**src/rtl/dmac_pkg.sv**
```systemverilog
package dmac_pkg;
  localparam int WIN_BITS = 13;
  localparam int INTR_W   = 4;
  localparam int STATE_W  = 3;
  localparam int SRC_W    = 8;
  localparam int CODE_W   = 10;
  localparam logic [1:0] SIZE_WORD = 2'd2;

  typedef enum logic [3:0] {
    SEL_NONE, SEL_SDATA, SEL_SBUF, SEL_GRP, SEL_GDOWN, SEL_CMD, SEL_CFG,
    SEL_STAT, SEL_MASK, SEL_ACK, SEL_RAW, SEL_MASKED, SEL_SCMD
  } reg_sel_e;

  function automatic reg_sel_e offset_to_sel(input logic [WIN_BITS-1:0] off);
    case (off)
      13'h058: return SEL_SDATA;
      13'h05C: return SEL_SBUF;
      13'h060: return SEL_GRP;
      13'h07C: return SEL_GDOWN;
      13'h080: return SEL_CMD;
      13'h084: return SEL_CFG;
      13'h088: return SEL_STAT;
      13'h08C: return SEL_MASK;
      13'h090: return SEL_ACK;
      13'h094: return SEL_RAW;
      13'h098: return SEL_MASKED;
      13'h09C: return SEL_SCMD;
      default: return SEL_NONE;
    endcase
  endfunction

  function automatic logic [INTR_W-1:0] event_bits(input logic out_done,
                                                   input logic in_done,
                                                   input logic in_eop);
    return {in_eop, out_done, in_done, in_done};
  endfunction

  function automatic logic [INTR_W-1:0] raw_next(input logic [INTR_W-1:0] raw,
                                                 input logic [INTR_W-1:0] ack,
                                                 input logic [INTR_W-1:0] set);
    return (raw & ~ack) | set;
  endfunction

  function automatic logic [31:0] pack_status(input logic [STATE_W-1:0] st,
                                              input logic eol,
                                              input logic [SRC_W-1:0] src);
    return {{(32-SRC_W-8){1'b0}}, src, 2'b00, eol, 2'b00, st};
  endfunction
endpackage

```
**src/rtl/dmac_addr_dec.sv**
```systemverilog
module dmac_addr_dec
  import dmac_pkg::*;
#(
  parameter int NUM_CH = 3,
  parameter int CH_W   = 2,
  parameter int ADDR_W = WIN_BITS + CH_W
) (
  input  logic [ADDR_W-1:0] addr,
  input  logic [1:0]        size,
  output logic [CH_W-1:0]   chan,
  output reg_sel_e          sel,
  output logic              bad
);
  logic chan_oob;
  assign chan     = addr[ADDR_W-1:WIN_BITS];
  assign sel      = offset_to_sel(addr[WIN_BITS-1:0]);
  assign chan_oob = !({1'b0, chan} < (CH_W+1)'(NUM_CH));
  assign bad      = (size != SIZE_WORD) || chan_oob;
endmodule

```
**src/rtl/dmac_chan_regs.sv**
```systemverilog
module dmac_chan_regs
  import dmac_pkg::*;
(
  input  logic                clk,
  input  logic                rst_n,
  input  logic                wr,
  input  reg_sel_e            sel,
  input  logic [31:0]         wdata,
  input  logic                client_present,
  input  logic                ev_out_done,
  input  logic                ev_in_done,
  input  logic                ev_in_eop,
  input  logic [STATE_W-1:0]  eng_state,
  input  logic                eng_eol,
  input  logic [SRC_W-1:0]    eng_src,
  output logic [31:0]         rd_word,
  output logic                irq,
  output logic                ch_en,
  output logic                ch_stop,
  output logic                cont_stb,
  output logic                scmd_stb,
  output logic [CODE_W-1:0]   scmd_code
);
  logic [1:0]        cfg_q;
  logic [31:0]       cmd_q, scmd_q;
  logic [31:0]       ptr_q [4];
  logic [INTR_W-1:0] mask_q, raw_q;

  // named internal events for the assertions
  logic              wr_cmd, wr_scmd, wr_cfg, wr_mask;
  logic [INTR_W-1:0] ev_set, ack_bits, masked;
  logic [1:0]        ptr_idx;
  logic              wr_ptr;

  assign wr_cmd   = wr && (sel == SEL_CMD);
  assign wr_scmd  = wr && (sel == SEL_SCMD);
  assign wr_cfg   = wr && (sel == SEL_CFG);
  assign wr_mask  = wr && (sel == SEL_MASK);
  assign ack_bits = (wr && (sel == SEL_ACK)) ? wdata[INTR_W-1:0] : '0;
  assign ev_set   = event_bits(ev_out_done, ev_in_done, ev_in_eop);
  assign masked   = raw_q & mask_q;

  always_comb begin
    wr_ptr  = wr;
    ptr_idx = 2'd0;
    case (sel)
      SEL_SDATA: ptr_idx = 2'd0;
      SEL_SBUF:  ptr_idx = 2'd1;
      SEL_GRP:   ptr_idx = 2'd2;
      SEL_GDOWN: ptr_idx = 2'd3;
      default:   wr_ptr  = 1'b0;
    endcase
  end

  always_ff @(posedge clk or negedge rst_n) begin
    if (!rst_n) begin
      cfg_q    <= '0;
      cmd_q    <= '0;
      scmd_q   <= '0;
      mask_q   <= '0;
      raw_q    <= '0;
      cont_stb <= 1'b0;
      scmd_stb <= 1'b0;
      for (int i = 0; i < 4; i++) ptr_q[i] <= '0;
    end else begin
      cont_stb <= wr_cmd;
      scmd_stb <= wr_scmd;
      raw_q    <= raw_next(raw_q, ack_bits, ev_set);
      if (wr_cfg)  cfg_q  <= wdata[1:0];
      if (wr_cmd)  cmd_q  <= wdata;
      if (wr_scmd) scmd_q <= wdata;
      if (wr_mask) mask_q <= wdata[INTR_W-1:0];
      if (wr_ptr)  ptr_q[ptr_idx] <= wdata;
    end
  end

  always_comb begin
    case (sel)
      SEL_SDATA, SEL_SBUF, SEL_GRP, SEL_GDOWN: rd_word = ptr_q[ptr_idx];
      SEL_CMD:    rd_word = cmd_q;
      SEL_CFG:    rd_word = {30'b0, cfg_q};
      SEL_STAT:   rd_word = pack_status(eng_state, eng_eol, eng_src);
      SEL_MASK:   rd_word = {{(32-INTR_W){1'b0}}, mask_q};
      SEL_RAW:    rd_word = {{(32-INTR_W){1'b0}}, raw_q};
      SEL_MASKED: rd_word = {{(32-INTR_W){1'b0}}, masked};
      SEL_SCMD:   rd_word = scmd_q;
      default:    rd_word = '0;
    endcase
  end

  assign irq       = |masked;
  assign ch_en     = cfg_q[0] && client_present;
  assign ch_stop   = cfg_q[1];
  assign scmd_code = scmd_q[CODE_W-1:0];

  AST_EVENT_SETS: assert property (@(posedge clk) disable iff (!rst_n)
    ev_out_done |=> raw_q[2]);
  AST_ACK_CLEARS: assert property (@(posedge clk) disable iff (!rst_n)
    ((|ack_bits) && (ev_set == '0)) |=> ((raw_q & $past(ack_bits)) == '0));
  AST_IRQ_NEEDS_MASK: assert property (@(posedge clk) disable iff (!rst_n)
    (mask_q == '0) |-> !irq);
  AST_CONT_FROM_WRITE: assert property (@(posedge clk) disable iff (!rst_n)
    cont_stb |-> $past(wr_cmd));
  AST_SCMD_FROM_WRITE: assert property (@(posedge clk) disable iff (!rst_n)
    scmd_stb |-> $past(wr_scmd));
  AST_CFG_HOLD: assert property (@(posedge clk) disable iff (!rst_n)
    !wr_cfg |=> $stable(cfg_q));
endmodule

```
**src/rtl/dmac_regwin.sv**
```systemverilog
module dmac_regwin
  import dmac_pkg::*;
#(
  parameter int NUM_CH = 3,
  parameter int CH_W   = (NUM_CH > 1) ? $clog2(NUM_CH) : 1,
  parameter int ADDR_W = WIN_BITS + CH_W
) (
  input  logic                      clk,
  input  logic                      rst_n,
  input  logic                      bus_req,
  input  logic                      bus_we,
  input  logic [ADDR_W-1:0]         bus_addr,
  input  logic [1:0]                bus_size,
  input  logic [31:0]               bus_wdata,
  output logic [31:0]               bus_rdata,
  output logic                      bus_err,
  input  logic [NUM_CH-1:0]         client_present,
  input  logic [NUM_CH-1:0]         ev_out_done,
  input  logic [NUM_CH-1:0]         ev_in_done,
  input  logic [NUM_CH-1:0]         ev_in_eop,
  input  logic [STATE_W*NUM_CH-1:0] eng_state,
  input  logic [NUM_CH-1:0]         eng_eol,
  input  logic [SRC_W*NUM_CH-1:0]   eng_src,
  output logic [NUM_CH-1:0]         irq,
  output logic [NUM_CH-1:0]         ch_en,
  output logic [NUM_CH-1:0]         ch_stop,
  output logic [NUM_CH-1:0]         cont_stb,
  output logic [NUM_CH-1:0]         scmd_stb,
  output logic [CODE_W*NUM_CH-1:0]  scmd_code
);
  logic [CH_W-1:0] chan;
  reg_sel_e        sel;
  logic            bad;
  logic            acc_ok, acc_bad;
  logic [31:0]     rd_words [NUM_CH];
  logic [31:0]     rd_mux;

  dmac_addr_dec #(.NUM_CH(NUM_CH), .CH_W(CH_W), .ADDR_W(ADDR_W)) u_dec (
    .addr(bus_addr), .size(bus_size), .chan(chan), .sel(sel), .bad(bad)
  );

  assign acc_ok  = bus_req && !bad;
  assign acc_bad = bus_req && bad;

  for (genvar c = 0; c < NUM_CH; c++) begin : g_ch
    logic wr_here;
    assign wr_here = acc_ok && bus_we && (chan == CH_W'(c));
    dmac_chan_regs u_ch (
      .clk(clk), .rst_n(rst_n), .wr(wr_here), .sel(sel), .wdata(bus_wdata),
      .client_present(client_present[c]),
      .ev_out_done(ev_out_done[c]), .ev_in_done(ev_in_done[c]),
      .ev_in_eop(ev_in_eop[c]),
      .eng_state(eng_state[c*STATE_W +: STATE_W]), .eng_eol(eng_eol[c]),
      .eng_src(eng_src[c*SRC_W +: SRC_W]),
      .rd_word(rd_words[c]), .irq(irq[c]), .ch_en(ch_en[c]),
      .ch_stop(ch_stop[c]), .cont_stb(cont_stb[c]), .scmd_stb(scmd_stb[c]),
      .scmd_code(scmd_code[c*CODE_W +: CODE_W])
    );
  end

  always_comb begin
    rd_mux = '0;
    for (int c = 0; c < NUM_CH; c++)
      if (chan == CH_W'(c)) rd_mux = rd_words[c];
  end

  always_ff @(posedge clk or negedge rst_n) begin
    if (!rst_n) begin
      bus_rdata <= '0;
      bus_err   <= 1'b0;
    end else begin
      bus_err   <= acc_bad;
      bus_rdata <= (acc_ok && !bus_we) ? rd_mux : '0;
    end
  end

  AST_BAD_NO_STROBE: assert property (@(posedge clk) disable iff (!rst_n)
    acc_bad |=> ((cont_stb | scmd_stb) == '0));
  AST_ERR_NO_DATA: assert property (@(posedge clk) disable iff (!rst_n)
    bus_err |-> (bus_rdata == '0));
endmodule

```
**config.mk**
```make
export PLATFORM = sky130hd
export DESIGN_NAME = dmac_regwin
export DESIGN_NICKNAME = d
export VERILOG_FILES = /design/src/rtl/dmac_pkg.sv /design/src/rtl/dmac_addr_dec.sv /design/src/rtl/dmac_chan_regs.sv /design/src/rtl/dmac_regwin.sv
export SDC_FILE = /design/constraint.sdc
export NUM_CORES = 1
export LEC_CHECK = 0
export BUFFER_PORTS_ARGS = -buffer_cell sky130_fd_sc_hd__buf_2
export CORE_ASPECT_RATIO = 0.75
export CORE_MARGIN = 10
export CORE_UTILIZATION = 55
export CTS_CLUSTER_DIAMETER = 100
export DETAILED_ROUTE_END_ITERATION = 16
export PLACE_DENSITY = 0.73
export SLEW_MARGIN = 20
export SYNTH_ARGS = -nofsm -noshare
export SYNTH_HDL_FRONTEND = slang
export SYNTH_SLANG_ARGS = --single-unit
```
**constraint.sdc**
```tcl
create_clock -name clk -period 4.8 [get_ports clk]
set_clock_uncertainty 0.15 [all_clocks]
set_input_delay 0.72 -clock clk [delete_from_list [all_inputs] [get_ports clk]]
set_output_delay 0.72 -clock clk [all_outputs]
set_load 0.1 [all_outputs]
```
==> reports/summary.txt, run 1 <==
status - complete, no violations
initial antenna violation count - 7
Max Cap Violations - 0
Hold Buf Count CTS - 0
setup_tns - 0 ps
area share of the largest cell type after synthesis - 0.561
RSZ-0062 raised after global routing - no
sequential element share of the synthesized area - 0.561
mapped cell area - 0.0288 mm^2
non-filler instance count after layout - 3039
Simple-Gate Fraction of Synth Area - 0.0423
synth unique cells - 55
Setup crit end kind - flip-flop
XOR/XNOR share of the synthesized area - 0.000304
I/O Pins - 179
EDFF count, synth - 0
most used cell, CP - buf_4
CP cell instances - buf_2 > or4_1 > buf_4 > or3_1 > nor2b_4 > buf_12 > buf_4 > a22oi_1 > a21oi_1 > a211oi_1 > nor4_1
yosys warns - 0
FILL cells - 3931
HPWL Detailed - 48.5 mm
critical path's slowest cell - or3_1
grt total ovfl - 0
delay-heaviest family, CP - simple AND/OR/NAND/NOR gates
Die W - 284 um
Fin. Hold Viols - 0
Final setup viols - 0
main combinational cell family by area after synthesis - multiplexers
DR WL/cell - 27.0 um
CP max stage delay - 610 ps
share of layout cells above drive strength 1 - 0.422
final routed DRC violation total - 0
fraction of registers with async set/reset - 1.00
syn nets - 2312
Area contributors post-synth - dfrtp_1 (56%), mux2_2 (23%), a22oi_1 (5.9%)
Critical Path RT - 5180 ps
PwrDens - 339 mW/mm^2
Max VDD drop - 0.360 mV
first-pass GRT wire length - 126 mm
CTS tree - yes
buffers added on ports - 178
root buffer cell - clkbuf_16
CP max FO - 50
DRT iter0 DRCs - 1962
Tmin final - 3360 ps
Total Wirelength - 82.1 mm
synthesized flop and latch total - 645
Clock Tree Buf Depth - 3
Compound-Gate Fraction of Synth Area - 0.123
Achievable Freq - 298 MHz
Clock Sink Count - 645
Starting Density - 0.557
Gate Count Post-Synth - 2211
arrival time at the worst endpoint - 3740 ps
gp weighted congestion - 0.859
core area - 0.0517 mm^2
ys flop type - dfrtp_1
fin. max-slew vios - 0
Inst Count DP - 2924
final period utilization - 0.700
Synth Area in Adders - 0
H-tree levels - 2
Hold Path Class - input port to async pin
WS Path Type - input port to flip-flop
post-CTS sizing - 0
Worst slew margin - 0.308
Layout Nets - 2384
leakage - 0.0155 uW
DR pass1 iterations - 8
site row count - 72
Post-DRT Antenna Nets - 0
Synth Area per Inst - 13.0 um^2
mux cell area share after synthesis - 0.234
GR Util All Layers - 0.261
Worst-Skew Late Latency - 640 ps
largest net degree at the start of global routing - 126
TritonCTS buffer count - 60
crit start category - input port
die area - 0.0620 mm^2
Layout area overhead - 13.0%
number of global-route vias before repair - 20.7k
vias post-DR - 19.7k
# Post-CTS Setup Buffers - 0
CP Buf/Inv Count - 4
Die H - 218 um
clk slew on worst S/H paths - 60 ps
post-synth top area cell - dfrtp_1
vias per cell - 6.50
Slew @ Worst Pin - 1040 ps
## sequential cells by signal, summed over array words and instances, names as in the netlist
register,cells
g_ch.u_ch.scmd_stb,3
g_ch.u_ch.raw_q,12
g_ch.u_ch.scmd_q,96
bus_err,1
g_ch.u_ch.mask_q,12
g_ch.u_ch.ptr_q,384
g_ch.u_ch.cfg_q,6
bus_rdata,32
g_ch.u_ch.cont_stb,3
g_ch.u_ch.cmd_q,96
## where the power goes
part	leakage [uW]	switching [uW]	internal [uW]	total, uW
Combinational	0.00542	284	91.8	375
Sequential	0.00895	0.412	5440	5440
Clock	0.00109	2130	3090	5220
Total	0.0155	2410	8620	11000
## stage by stage
step | util | cell area [um^2] | power (uW) | setup slack [ps] | hold WS, ps
after floorplan | - | 28800 | 5660 | 1720 | 274
after global placement | 0.587 | 30300 | 5900 | 901 | 337
after detailed placement | 0.587 | 30300 | 5910 | 823 | 343
after CTS | 0.629 | 32500 | 11100 | 1510 | 86.0
after global routing | 0.629 | 32500 | 11400 | 1310 | 99.8
final | 0.629 | 32500 | 11000 | 1440 | 63.8
## cell usage after synthesis, types with 2 or more instances
cell type and number:
and2_1 6, o22ai_1 19, a211oi_1 28, nor4b_1 2
nor3_1 44, nor2_1 47, o21a_1 6, a21oi_1 92
nor4_1 13, or3_1 4, inv_1 2, nand3_1 7
o21ai_0 10, and4b_1 2, a211o_1 2, clkbuf_1 109
nand2b_1 5, mux2_2 596, a222oi_1 3, dfrtp_1 645
nand4_1 2, buf_1 20, o211ai_1 7, nor2b_1 6
nor4_2 5, or2_2 4, a22o_1 27, a22oi_1 227
nor3b_1 2, buf_4 49, a21o_1 12, a31oi_1 5
nand2_1 79, a311oi_1 2, a221o_1 27, a221oi_1 21
buf_2 55, mux2i_1 2
## layout make-up
cell class                      instances  area (um^2)  share of cell area
Sequential cell                       645        16100               0.496
Multi-Input combinational cell       1330        11700               0.359
Clock buffer                           86         1800              0.0554
Timing Repair Buffer                  244         1630              0.0502
Tap cell                              703          880              0.0270
Clock inverter                         27          384              0.0118
Inverter                                2         7.51            0.000231
Antenna cell                            2         5.00            0.000154
## per-layer routing
| metal | global-route usage | routed length [um] | vias to the layer above |
|---|---|---|---|
| li1 | - | - | 8373 |
| met1 | 0.367 | 35800 | 10400 |
| met2 | 0.404 | 37500 | 841 |
| met3 | 0.0517 | 6450 | 154 |
| met4 | 0.0829 | 2320 | 8 |
| met5 | 0 | 48 | - |
## kinds of logic after synthesis
kind of cell,count (synthesis)
buffers and inverters,236
and+or+nand+nor,240
muxes,598
AOI/OAI and AO/OA,491
xor gates and xnor gates,1
DFF,645
## path summary, 6_finish.rpt
| kind | startpoint | slack [ps] | end | depth (start not counted) |
|---|---|---|---|---|
| min | rst_n | 60 | g_ch[0].u_ch.ptr_q[110] | 1 |
| max reg2reg | g_ch[2].u_ch.cfg_q[1] | 2880 | bus_rdata[1] | 6 |
| min reg2reg | g_ch[0].u_ch.scmd_q[29] | 360 | g_ch[0].u_ch.scmd_q[29] | 1 |
| max in group asynchronous | rst_n | 3330 | g_ch[2].u_ch.ptr_q[39] | 2 |
| max | bus_addr[9] | 1440 | bus_rdata[15] | 11 |
| min in group clk | ev_in_eop[2] | 110 | g_ch[2].u_ch.raw_q[3] | 2 |
## worst register-to-register path, cell delays in order (launching register included)
cell and delay [ps]:
dfrtp_1 390, a22o_1 220, a221oi_1 290, nand2_1 110
a311oi_1 340, a21oi_1 110, o21a_1 200
## cells in the final DEF, fill, tap and decap left out, drive strengths merged, types with 28 or more instances in the layout
cell / instances
a211oi: 28
a21oi: 92
a22oi: 227
buf: 244
clkbuf: 86
dfrtp: 645
mux2: 596
nand2: 80
nor2: 49
nor3: 45
No activity file was read; power rests on OpenSTA's default activity.
==> inputs of run 2 (changes only) <==
- PLACE_DENSITY: 0.73 -> 0.76
- clock period: 4.8 -> 2.8 ns (I/O delays scaled with it)
==> reports/summary.txt, run 2 (synthesized netlist as in run 1, its figures left out) <==
status - complete, no violations
Total Wirelength - 84.6 mm
first-pass GRT wire length - 130 mm
Max VDD drop - 0.510 mV
Fin. Hold Viols - 0
Inst Count DP - 3054
GR Util All Layers - 0.268
Clock Sink Count - 645
Reg2Reg Setup Slack - 780 ps
Achievable Freq - 389 MHz
PwrDens - 544 mW/mm^2
site row count - 72
leakage - 0.0162 uW
Layout Nets - 2525
largest net degree at the start of global routing - 86
fin. max-slew vios - 0
CTS tree - yes
die area - 0.0620 mm^2
DR pass1 iterations - 5
I/O Pins - 179
Final setup viols - 0
clk slew on worst S/H paths - 70 ps
non-filler instance count after layout - 3178
post-CTS sizing - 0
initial antenna violation count - 5
most frequent cells in the layout - dfrtp_1 (645), mux2_2 (596), a22oi_1 (227)
CP max FO - 20
Die H - 218 um
crit start category - input port
vias post-DR - 20.5k
HPWL Detailed - 55.5 mm
critical path's slowest cell - or4_1
Post-Place Cell Area - 0.0319 mm^2
Starting Density - 0.557
buffers added on ports - 178
Worst-Skew Late Latency - 640 ps
RSZ-0062 raised after global routing - no
Clock Tree Buf Depth - 3
Largest regs - g_ch.u_ch.ptr_q: 384 flops, g_ch.u_ch.cmd_q: 96 flops, g_ch.u_ch.scmd_q: 96 flops
final routed DRC violation total - 0
WS Path Type - input port to flip-flop
CP max stage delay - 590 ps
CP cell instances - buf_2 > or4_1 > buf_4 > nor4_4 > buf_4 > buf_12 > buf_12 > a22oi_1 > a21oi_1 > o22ai_1 > nor3_1
root buffer cell - clkbuf_16
TritonCTS buffer count - 59
Placement Setup Slack - -340 ps
Max Cap Violations - 0
arrival time at the worst endpoint - 2960 ps
DR WL/cell - 26.6 um
Final Instance Area - 0.0341 mm^2
Hold Buf Count CTS - 12
grt total ovfl - 0
Hold Path Class - input port to flip-flop
number of global-route vias before repair - 21.4k
Post-DRT Antenna Nets - 0
Worst slew margin - 0.382
share of layout cells above drive strength 1 - 0.448
Power Total - 18500 uW
gp weighted congestion - 0.923
# Post-CTS Setup Buffers - 0
Layout area overhead - 18.3%
Critical Path RT - 3190 ps
Largest Register - g_ch.u_ch.ptr_q
DRT iter0 DRCs - 2243
Die W - 284 um
final period utilization - 0.919
commonest non-fill, non-tap cell in the layout - dfrtp_1
H-tree levels - 2
Hold WS - 96.9 ps
Tmin final - 2570 ps
vias per cell - 6.46
Slew @ Worst Pin - 925 ps
core area - 0.0517 mm^2
worst setup margin - 227 ps
Setup crit end kind - flip-flop
max reg flops - 384
run 2: changes by cell type in the layout (fill, tap and decap cells not counted), sizes merged:
| cell | change |
|---|---|
| buf | +130 |
| bufinv | -2 |
| clkbuf | -4 |
| clkinv | +2 |
| clkinvlp | +2 |
| dlygate4sd3 | +12 |
| inv | -1 |
run 2: cell type report:
class                   instances  area (um^2)
repair buffers                386         3320
multi-input cells            1330        11700
clock inverters                28          338
diodes                          2         5.00
inverters                       2         7.51
clock buffers                  82         1700
fillers                      3631        17600
flip-flops and latches        645        16100
well taps                     703          880
run 2: layer usage:
metal  up-vias  global-route usage  share of wire  routed length (um)
met5         -                   0        0.00043                  36
met4         6              0.0849          0.029                2440
met3       164              0.0642          0.093                7860
met2       980               0.415           0.45               38400
met1     10700               0.369           0.42               35900
li1       8655                   -              -                   -
run 2: final timing paths:
check / start / end / cells past startpoint
min: eng_src[20] / bus_rdata[12] / 4
min in group asynchronous: rst_n / g_ch[0].u_ch.scmd_q[14] / 2
max in group asynchronous: rst_n / g_ch[1].u_ch.ptr_q[28] / 3
max: bus_addr[9] / bus_rdata[4] / 11
min reg2reg: g_ch[2].u_ch.scmd_q[24] / g_ch[2].u_ch.scmd_q[24] / 1
max reg2reg: g_ch[2].u_ch.cfg_q[0] / bus_rdata[0] / 6
run 2: power breakdown:
| part | switching, uW | internal [uW] | leakage [uW] | total, uW |
|---|---|---|---|---|
| Clock | 3610 | 4890 | 0.00101 | 8500 |
| Combinational | 510 | 199 | 0.00627 | 709 |
| Sequential | 0.688 | 9320 | 0.00895 | 9320 |
run 2: worst max-delay path: cells and delay by family:
kind	cells	cell delay, ps
simple gates	3	1180
buf+inv	5	920
compound gates	3	410
run 2: metrics by stage:
| step | TNS, ps | utilization |
|---|---|---|
| final | 0 | 0.659 |
| after global routing | 0 | 0.659 |
| after CTS | 0 | 0.659 |
| after detailed placement | -36050 | 0.617 |
| after global placement | -31660 | 0.617 |
| after floorplan | 0 | - |
